[config.mk]
export PLATFORM = sky130hd
export DESIGN_NAME = duo_acc_core
export DESIGN_NICKNAME = d
export VERILOG_FILES = /design/src/rtl/duo_pkg.sv /design/src/rtl/duo_decode.sv /design/src/rtl/duo_alu.sv /design/src/rtl/duo_pc.sv /design/src/rtl/duo_acc_core.sv
export SDC_FILE = /design/constraint.sdc
export NUM_CORES = 1
export LEC_CHECK = 0
export ABC_AREA = 1
export BUFFER_PORTS_ARGS = -buffer_cell sky130_fd_sc_hd__buf_2
export CAP_MARGIN = 10
export CORE_UTILIZATION = 48
export CTS_BUF_LIST = sky130_fd_sc_hd__clkbuf_16
export DETAILED_ROUTE_END_ITERATION = 16
export GPL_ROUTABILITY_DRIVEN = 0
export PLACE_DENSITY = 0.74
export SETUP_SLACK_MARGIN = 0.5
export SLEW_MARGIN = 20
export SYNTH_ARGS = -nofsm -noshare
export SYNTH_HDL_FRONTEND = slang
export SYNTH_SLANG_ARGS = --single-unit
[constraint.sdc]
create_clock -name clk -period 1.65 [get_ports clk]
set_input_delay 0.33 -clock clk [delete_from_list [all_inputs] [get_ports clk]]
set_output_delay 0.33 -clock clk [all_outputs]
set_load 0.01 [all_outputs]
[src/rtl/duo_pkg.sv]
`timescale 1ns/1ps
package duo_pkg;
  localparam int DATA_W  = 8;
  localparam int INSTR_W = 6;
  localparam int LIT_W   = 4;
  localparam int PFX_W   = INSTR_W - LIT_W;

  localparam logic [INSTR_W-1:0] OPC_ADD  = 6'b100000;
  localparam logic [INSTR_W-1:0] OPC_NAND = 6'b100001;
  localparam logic [INSTR_W-1:0] OPC_EQ   = 6'b100010;
  localparam logic [INSTR_W-1:0] OPC_CJMP = 6'b110000;
  localparam logic [INSTR_W-1:0] OPC_STR  = 6'b111110;
  localparam logic [INSTR_W-1:0] OPC_LD   = 6'b111111;
  localparam logic [PFX_W-1:0]   PFX_LO   = 2'b00;
  localparam logic [PFX_W-1:0]   PFX_HI   = 2'b01;

  typedef enum logic [3:0] {
    OP_NOP, OP_ADD, OP_NAND, OP_EQ, OP_CJMP, OP_STR, OP_LD, OP_LIT_LO, OP_LIT_HI
  } op_e;

  typedef enum logic {ST_RUN, ST_LDWAIT} state_e;
endpackage

[src/rtl/duo_decode.sv]
`timescale 1ns/1ps
module duo_decode
  import duo_pkg::*;
(
  input  logic [INSTR_W-1:0] instr,
  output op_e                op,
  output logic [LIT_W-1:0]   lit
);
  assign lit = instr[LIT_W-1:0];

  always_comb begin
    op = OP_NOP;
    if (instr[INSTR_W-1 -: PFX_W] == PFX_LO) begin
      op = OP_LIT_LO;
    end else if (instr[INSTR_W-1 -: PFX_W] == PFX_HI) begin
      op = OP_LIT_HI;
    end else begin
      case (instr)
        OPC_ADD:  op = OP_ADD;
        OPC_NAND: op = OP_NAND;
        OPC_EQ:   op = OP_EQ;
        OPC_CJMP: op = OP_CJMP;
        OPC_STR:  op = OP_STR;
        OPC_LD:   op = OP_LD;
        default:  op = OP_NOP;
      endcase
    end
  end
endmodule

[src/rtl/duo_alu.sv]
`timescale 1ns/1ps
module duo_alu
  import duo_pkg::*;
(
  input  op_e               op,
  input  logic [DATA_W-1:0] acc1,
  input  logic [DATA_W-1:0] acc2,
  input  logic [LIT_W-1:0]  lit,
  output logic [DATA_W-1:0] result,
  output logic              wr_acc1
);
  always_comb begin
    result  = acc1;
    wr_acc1 = 1'b1;
    case (op)
      OP_ADD:    result = acc1 + acc2;
      OP_NAND:   result = ~(acc1 & acc2);
      OP_EQ:     result = ~(acc1 ^ acc2);
      OP_LIT_LO: result[LIT_W-1:0] = lit;
      OP_LIT_HI: result[2*LIT_W-1:LIT_W] = lit;
      default:   wr_acc1 = 1'b0;
    endcase
  end
endmodule

[src/rtl/duo_pc.sv]
`timescale 1ns/1ps
module duo_pc #(
  parameter int PC_W = 8
) (
  input  logic            clk,
  input  logic            rst,
  input  logic            advance,
  input  logic            take,
  input  logic [PC_W-1:0] target,
  output logic [PC_W-1:0] pc
);
  always_ff @(posedge clk) begin
    if (rst)          pc <= '0;
    else if (advance) pc <= take ? target : pc + PC_W'(1);
  end

  p_step_r12: assert property (@(posedge clk) disable iff (rst)
    (advance && !take) |=> pc == PC_W'($past(pc) + PC_W'(1)));

  p_jump_r7: assert property (@(posedge clk) disable iff (rst)
    (advance && take) |=> pc == $past(target));

  p_hold_r11: assert property (@(posedge clk) disable iff (rst)
    !advance |=> $stable(pc));
endmodule

[src/rtl/duo_acc_core.sv]
`timescale 1ns/1ps
module duo_acc_core
  import duo_pkg::*;
#(
  parameter logic [duo_pkg::DATA_W-1:0] ACC2_ALIAS = '0
) (
  input  logic                clk,
  input  logic                rst,
  output logic [DATA_W-1:0]   prog_addr,
  input  logic [INSTR_W-1:0]  prog_instr,
  input  logic                prog_valid,
  output logic                prog_ready,
  output logic [DATA_W-1:0]   dmem_addr,
  output logic                dmem_we,
  output logic [DATA_W-1:0]   dmem_wdata,
  output logic                dmem_re,
  input  logic [DATA_W-1:0]   dmem_rdata,
  output logic [DATA_W-1:0]   dbg_pc,
  output logic [DATA_W-1:0]   dbg_acc1,
  output logic [DATA_W-1:0]   dbg_acc2
);
  localparam int PC_W = DATA_W;

  state_e            state_q;
  logic [DATA_W-1:0] acc1_q, acc2_q;
  logic [PC_W-1:0]   pc;
  op_e               op;
  logic [LIT_W-1:0]  lit;
  logic [DATA_W-1:0] alu_res;
  logic              alu_wr;
  logic              fire, alias_hit, take;

  duo_decode u_dec (.instr(prog_instr), .op(op), .lit(lit));

  duo_alu u_alu (
    .op(op), .acc1(acc1_q), .acc2(acc2_q), .lit(lit),
    .result(alu_res), .wr_acc1(alu_wr)
  );

  assign prog_ready = (state_q == ST_RUN) && !rst;
  assign fire       = prog_valid && prog_ready;
  assign alias_hit  = (acc2_q == ACC2_ALIAS);
  assign take       = (op == OP_CJMP) && (acc1_q != '0);

  duo_pc #(.PC_W(PC_W)) u_pc (
    .clk(clk), .rst(rst), .advance(fire), .take(take),
    .target(acc2_q), .pc(pc)
  );

  assign prog_addr  = pc;
  assign dmem_addr  = acc2_q;
  assign dmem_wdata = acc1_q;
  assign dmem_we    = fire && (op == OP_STR) && !alias_hit;
  assign dmem_re    = fire && (op == OP_LD) && !alias_hit;
  assign dbg_pc     = pc;
  assign dbg_acc1   = acc1_q;
  assign dbg_acc2   = acc2_q;

  always_ff @(posedge clk) begin
    if (rst)                      state_q <= ST_RUN;
    else if (dmem_re)             state_q <= ST_LDWAIT;
    else if (state_q == ST_LDWAIT) state_q <= ST_RUN;
  end

  always_ff @(posedge clk) begin
    if (rst) begin
      acc1_q <= '0;
    end else if (state_q == ST_LDWAIT) begin
      acc1_q <= dmem_rdata;
    end else if (fire) begin
      if (alu_wr)                         acc1_q <= alu_res;
      else if (op == OP_LD && alias_hit)  acc1_q <= acc2_q;
    end
  end

  always_ff @(posedge clk) begin
    if (rst)                                     acc2_q <= '0;
    else if (fire && op == OP_STR && alias_hit)  acc2_q <= acc1_q;
  end

  p_acc2_only_alias_r8: assert property (@(posedge clk) disable iff (rst)
    !(fire && op == OP_STR && alias_hit) |=> $stable(acc2_q));

  p_ld_stall_r9: assert property (@(posedge clk) disable iff (rst)
    dmem_re |=> !prog_ready);

  p_ld_data_r9: assert property (@(posedge clk) disable iff (rst)
    (state_q == ST_LDWAIT) |=> (acc1_q == $past(dmem_rdata)) && prog_ready);

  p_lit_lo_keep_r5: assert property (@(posedge clk) disable iff (rst)
    (fire && op == OP_LIT_LO) |=>
      acc1_q[DATA_W-1:LIT_W] == $past(acc1_q[DATA_W-1:LIT_W]));

  p_lit_hi_keep_r6: assert property (@(posedge clk) disable iff (rst)
    (fire && op == OP_LIT_HI) |=>
      acc1_q[LIT_W-1:0] == $past(acc1_q[LIT_W-1:0]));

  p_nop_quiet_r10: assert property (@(posedge clk) disable iff (rst)
    (fire && op == OP_NOP) |=> $stable(acc1_q) && $stable(acc2_q));

  p_idle_hold_r11: assert property (@(posedge clk) disable iff (rst)
    (!fire && state_q == ST_RUN) |=> $stable(acc1_q) && $stable(acc2_q));

  p_one_strobe_r8: assert property (@(posedge clk) disable iff (rst)
    $countones({dmem_we, dmem_re}) <= 1);
endmodule

* Word-level counts from Yosys, hierarchy flattened *
Cells that the tools add are included.

word-level totals
  output and inout port bits = 51
  register bits after elaboration = 25
  input bits = 17

operators by class
  bitwise operators = 5
  reduce and logical (&&, ||, !) cells = 19
  add/sub/neg operators = 2
  mux-type cells = 12
  equal/unequal tests = 17

operator list
  kind                                                 number
  2-to-1 mux 8 bit                                     5
  equality test 6 bit, second input constant           6
  one-hot mux 4 bit (4 select lines)                   2
  one-hot mux 3 bit (6 select lines)                   1
  equality test 4 x 3 -> 1 bit, second input constant  4
  inverter 8 bit                                       2
  != test 6 x 2 -> 1 bit, second input constant        2
  logical AND 1 bit                                    9
  adder 8 x 1 -> 8 bit, second input constant          1
  adder 8 bit                                          1
  AND 8 bit                                            1
  equality test 4 x 2 -> 1 bit, second input constant  2
  logical NOT 8 bit                                    1
  2-to-1 mux 4 bit                                     2
  nonzero test 8 bit                                   1
  XOR 8 bit                                            1
  AND reduction 3 bit                                  2
  OR reduction 5 bit                                   1
  equality test 4 x 1 -> 1 bit, second input constant  1
  equality test 4 bit, second input constant           1
  nonzero test 3 bit                                   1
  equality test 2 x 1 -> 1 bit, second input constant  1
  logical NOT 1 bit                                    2
  logical NOT 2 bit                                    1
  3 further kinds                                      4

* Longest topological paths before layout *
  word-level depth = 10
  depth in mapped cells = 13
  mapped depth without buffers = 12

* Hierarchy *
A second synthesis with hierarchy kept.

second synthesis, totals
  cell total of the unflattened synthesis = 415
  area total of the unflattened synthesis = 2504.9 sq um

by module, submodules not included
  module        cells each  area an instance (sq um)  sequential area each (sq um)  instances
  duo_acc_core  165         1099.8                    340.3                         1
  duo_alu       143         769.5                     0.0                           1
  duo_pc        78          494.2                     160.2                         1
  duo_decode    29          141.4                     0.0                           1

* Worst setup path after synthesis *
Ideal clock, no wire load.

  path kind = input -> output
  from = input rst
  to = output dmem_re
  cell stages on the path = 5
  required time = 1320 ps
  buffers on the path = 2
  setup slack = -234 ps
  data arrival time = 1554 ps
  path through = buf_2 -> nor2_4 -> nand2_1 -> clkbuf_1 -> a2111oi_0

on the way
  cells in the longest elaborated chain, start to end = 5

RTL lines
  item                            line                source
  from (decl)                     duo_acc_core.sv:8   input logic rst,
  logical NOT 1 bit               duo_acc_core.sv:40  assign prog_ready = (state_q == ST_RUN) && !rst;
  logical AND 1 bit               duo_acc_core.sv:40
  named net prog_ready            duo_acc_core.sv:12  output logic prog_ready,
  logical AND 1 bit               duo_acc_core.sv:41  assign fire = prog_valid && prog_ready;
  logical AND 1 bit (2 in a row)  duo_acc_core.sv:54  assign dmem_re = fire && (op == OP_LD) && !alias_hit;
  to (decl)                       duo_acc_core.sv:16  output logic dmem_re,

The timed path passes the listed nets, and every way through them passes these cells.

* Worst setup path after layout *
  from = register acc2_q[2], in the netlist dbg_acc2[2]
  to = register acc1_q[3], in the netlist dbg_acc1[3]

on the way
  cells in the longest elaborated chain, start to end = 5
  elaborated cells on any way between the ends = 9
  classes of those cells = add/sub (1); mux (4); reduce/logical (4)

RTL lines
  item                                line                source
  from (decl)                         duo_acc_core.sv:25  logic [DATA_W-1:0] acc1_q, acc2_q;
  from (signal assigned)              duo_acc_core.sv:78  else if (fire && op == OP_STR && alias_hit) acc2_q <= acc1_q;
  adder 8 bit                         duo_alu.sv:16       OP_ADD: result = acc1 + acc2;
  one-hot mux 4 bit (4 select lines)  duo_alu.sv:15       case (op)
  2-to-1 mux 8 bit                    duo_acc_core.sv:71  if (alu_wr) acc1_q <= alu_res;
  2-to-1 mux 8 bit                    duo_acc_core.sv:70  end else if (fire) begin
  2-to-1 mux 8 bit                    duo_acc_core.sv:68  end else if (state_q == ST_LDWAIT) begin
  to (signal assigned)                duo_acc_core.sv:69  acc1_q <= dmem_rdata;
  to (signal assigned)                duo_acc_core.sv:71
  to (signal assigned)                duo_acc_core.sv:72  else if (op == OP_LD && alias_hit) acc1_q <= acc2_q;
  to (decl)                           duo_acc_core.sv:25

Parallel ways exist; a longest one is shown, timed or not. The select of a mux whose other input is x is not followed.
A chain may end at the register's enable or synchronous reset.

==> impl_results.md <==
- Post-DP Area: 2990 sq um
- IO Pins: 68
- Via count: 3243
- Slew HR: 70.6%
- Crit start category: register
- Final min period: 1.92 ns
- Ys async rst share: 0%
- # diodes: 0
- Inserted Clock Buffers: 3
- Fmax: 521 MHz
- Util after Layout: 87.2%
- DR DRC count: 0
- Final WS setup: -0.268 ns
- Largest net degree at the start of global routing: 18
- Post-synth cell types: 33
- Dpl cells: 507
- Initial antenna violation count: 0
- Core Area: 4500 sq um
- Post-DP HPWL: 5.40 mm
- Maxcap violations: 0
- Vias in the first global route: 2547
- Fin area: 3930 sq um
- Nets: 532
- Crit share post-route: 116%
- CTS tree: yes
- First-pass GRT wire length: 12.2 mm
- Critical Setup Path Class: reg -> reg
- CTS max path bufs: 2
- Wire length per cell: 18.3 um
- Placement row count: 24
- Number of port buffers: 67
- Hold Vio Cnt, Final: 0
- Leak pwr: 0.00197 uW
- Setup TNS: -1.63 ns
- CP Capture Type: register
- Worst-Skew Late Latency: 0.26 ns
- ANT nets after route: 0
- Clock skew: 0.00433 ns
- Die area: 5140 sq um
- DRT Pass-1 Iters: 5
- Number of synthesized register bits: 25
- Overflow after GRT: 0
- Crit path DAT: 2.10 ns
- Cells after Synth: 385
- Initial drt markers: 364
- Most common cell after layout, fill and taps aside: nand2_1
- Die height: 71.7 um
- Post-synth EDFFs: 0
- Die X: 71.7 um
- Cell Pwr Density: 428 nW/um^2
- Largest cells by area after synthesis: dfxtp_1 21%, nand2_1 16%, buf_4 8.4%, inv_1 8.4%, nor2_1 6.6%
- Vias per cell: 5.83
- Final WL: 10.1 mm
- Synth area leader: dfxtp_1
- Yosys warning count: 0
- Fin. max-slew vios: 0
- Hold path depth: 3
- Proportion of layout cells with a drive suffix above 1: 51.4%
- Yosys top cell area share: 21.5%
- CTS Sinks: 25
- Final cell count without fillers: 556
- CTS root buffer: clkbuf_16
- CTS clk-pin slew, worst paths: 0.07 ns
- Htree depth: 1
- Worst EP required: 1.83 ns
- Sequential element share of the synthesized area: 21.5%
- R2R cell count: 11
- Failing checks: negative setup slack
- Tot GR Track Use: 30.3%
- Worst Path Max Fanout: 8
- Synth Flop Type: dfxtp_1
- Area grow syn2layout: 68.5%
- Cell Area, Synth: 2330 sq um
- Post-Syn Area per Cell: 6.06 sq um
- Worst vdd ir: 402 uV
- Finish-stage setup viols: 12
- Status: finished, violations left
- Worst Tran Pin Value: 0.441 ns
- Place WS: -0.119 ns
- Hold_buf cts: 0
- Worst hold path class: in -> reg
- Commonest non-fill, non-tap cells in the layout: 84 x nand2_1, 57 x buf_6, 54 x buf_4
- RSZ-0062 raised after global routing: true
- Initial core utilization: 51.8%
- Syn Nets: 412
[repair_timing]
action                     4_1_cts  5_1_grt
cloned                           1        0
setup endpoints to repair       45       56
gates resized for setup         78       52
setup buffers                   15       29
pin swaps                       15       30
[sequential cells by signal, summed over array words and instances, names as in the netlist]
signal    cells
dbg_acc1      8
dbg_acc2      8
u_pc.pc       8
state_q       1
[worst max-delay path: stages (launching register included)]
cell     delay (ns)
dfxtp_4        0.36
inv_2          0.06
nand4_1        0.22
nor2_4         0.24
buf_6          0.13
nand2_4        0.04
nand4_1        0.14
buf_4          0.16
nand3_4        0.13
nand2_2        0.11
nand2_1        0.07
nor2_1         0.15
[power by group]
part           internal, uW  leakage [uW]  switching [uW]
sequential              597      0.000220            29.5
clock                   325     0.0000423             239
combinational           213       0.00171             278
[stage by stage]
stage                     hold slack [ns]  power, uW
after floorplan                     0.486        883
after global placement              0.474        999
after detailed placement            0.479       1000
after CTS                           0.440       1580
after global routing                0.459       1730
final                               0.439       1680
[worst paths after layout]
check,startpoint,to,slack (ns)
hold reg to reg,dbg_acc2[4],dbg_acc2[4],0.50
setup reg to reg,dbg_acc2[2],dbg_acc1[3],-0.27
setup / recovery,dbg_acc2[2],dbg_acc1[3],-0.27
hold / removal,prog_valid,state_q,0.44
[cell usage after synthesis (2+ instances only)]
cell type	count
dfxtp_1	25
buf_4	26
clkbuf_1	3
xor2_1	3
nor2_2	5
nand2_1	102
nor4_1	2
nor2_1	41
nand3_1	27
a21oi_1	25
nand4_1	21
a2111oi_0	2
nand3_2	4
or2_1	4
o21ai_0	8
ha_1	9
inv_1	52
inv_2	2
buf_2	5
xnor2_1	3
o211ai_1	2
nor3_1	3
[layer usage]
| layer | up-vias | wire, um | GRT usage [%] |
|---|---|---|---|
| met5 | - | 0 | 0 |
| met4 | 0 | 431 | 6.97 |
| met3 | 50 | 784 | 5.20 |
| met2 | 238 | 5010 | 51.0 |
| met1 | 1493 | 3930 | 40.4 |
| li1 | 1462 | - | - |
[layout make-up]
cell class                 count  area (sq um)
multi-input combinational    271          1730
timing repair buffer         150          1260
sequential                    25           581
fill                         234           576
inverter                      54           208
clock buffer                   3          75.1
tap                           52          65.1
clock inverter                 1          3.75
[logic make-up after synthesis]
kind of cell | Yosys count | synth area share, %
DFF | 25 | 21.5
AOI/OAI and AO/OA | 41 | 9.82
xor gates and xnor gates | 6 | 2.25
adders and majority gates | 10 | 5.69
and+or+nand+nor | 214 | 42.0
buffers and inverters | 89 | 18.8
No activity file was read; power rests on OpenSTA's default activity.
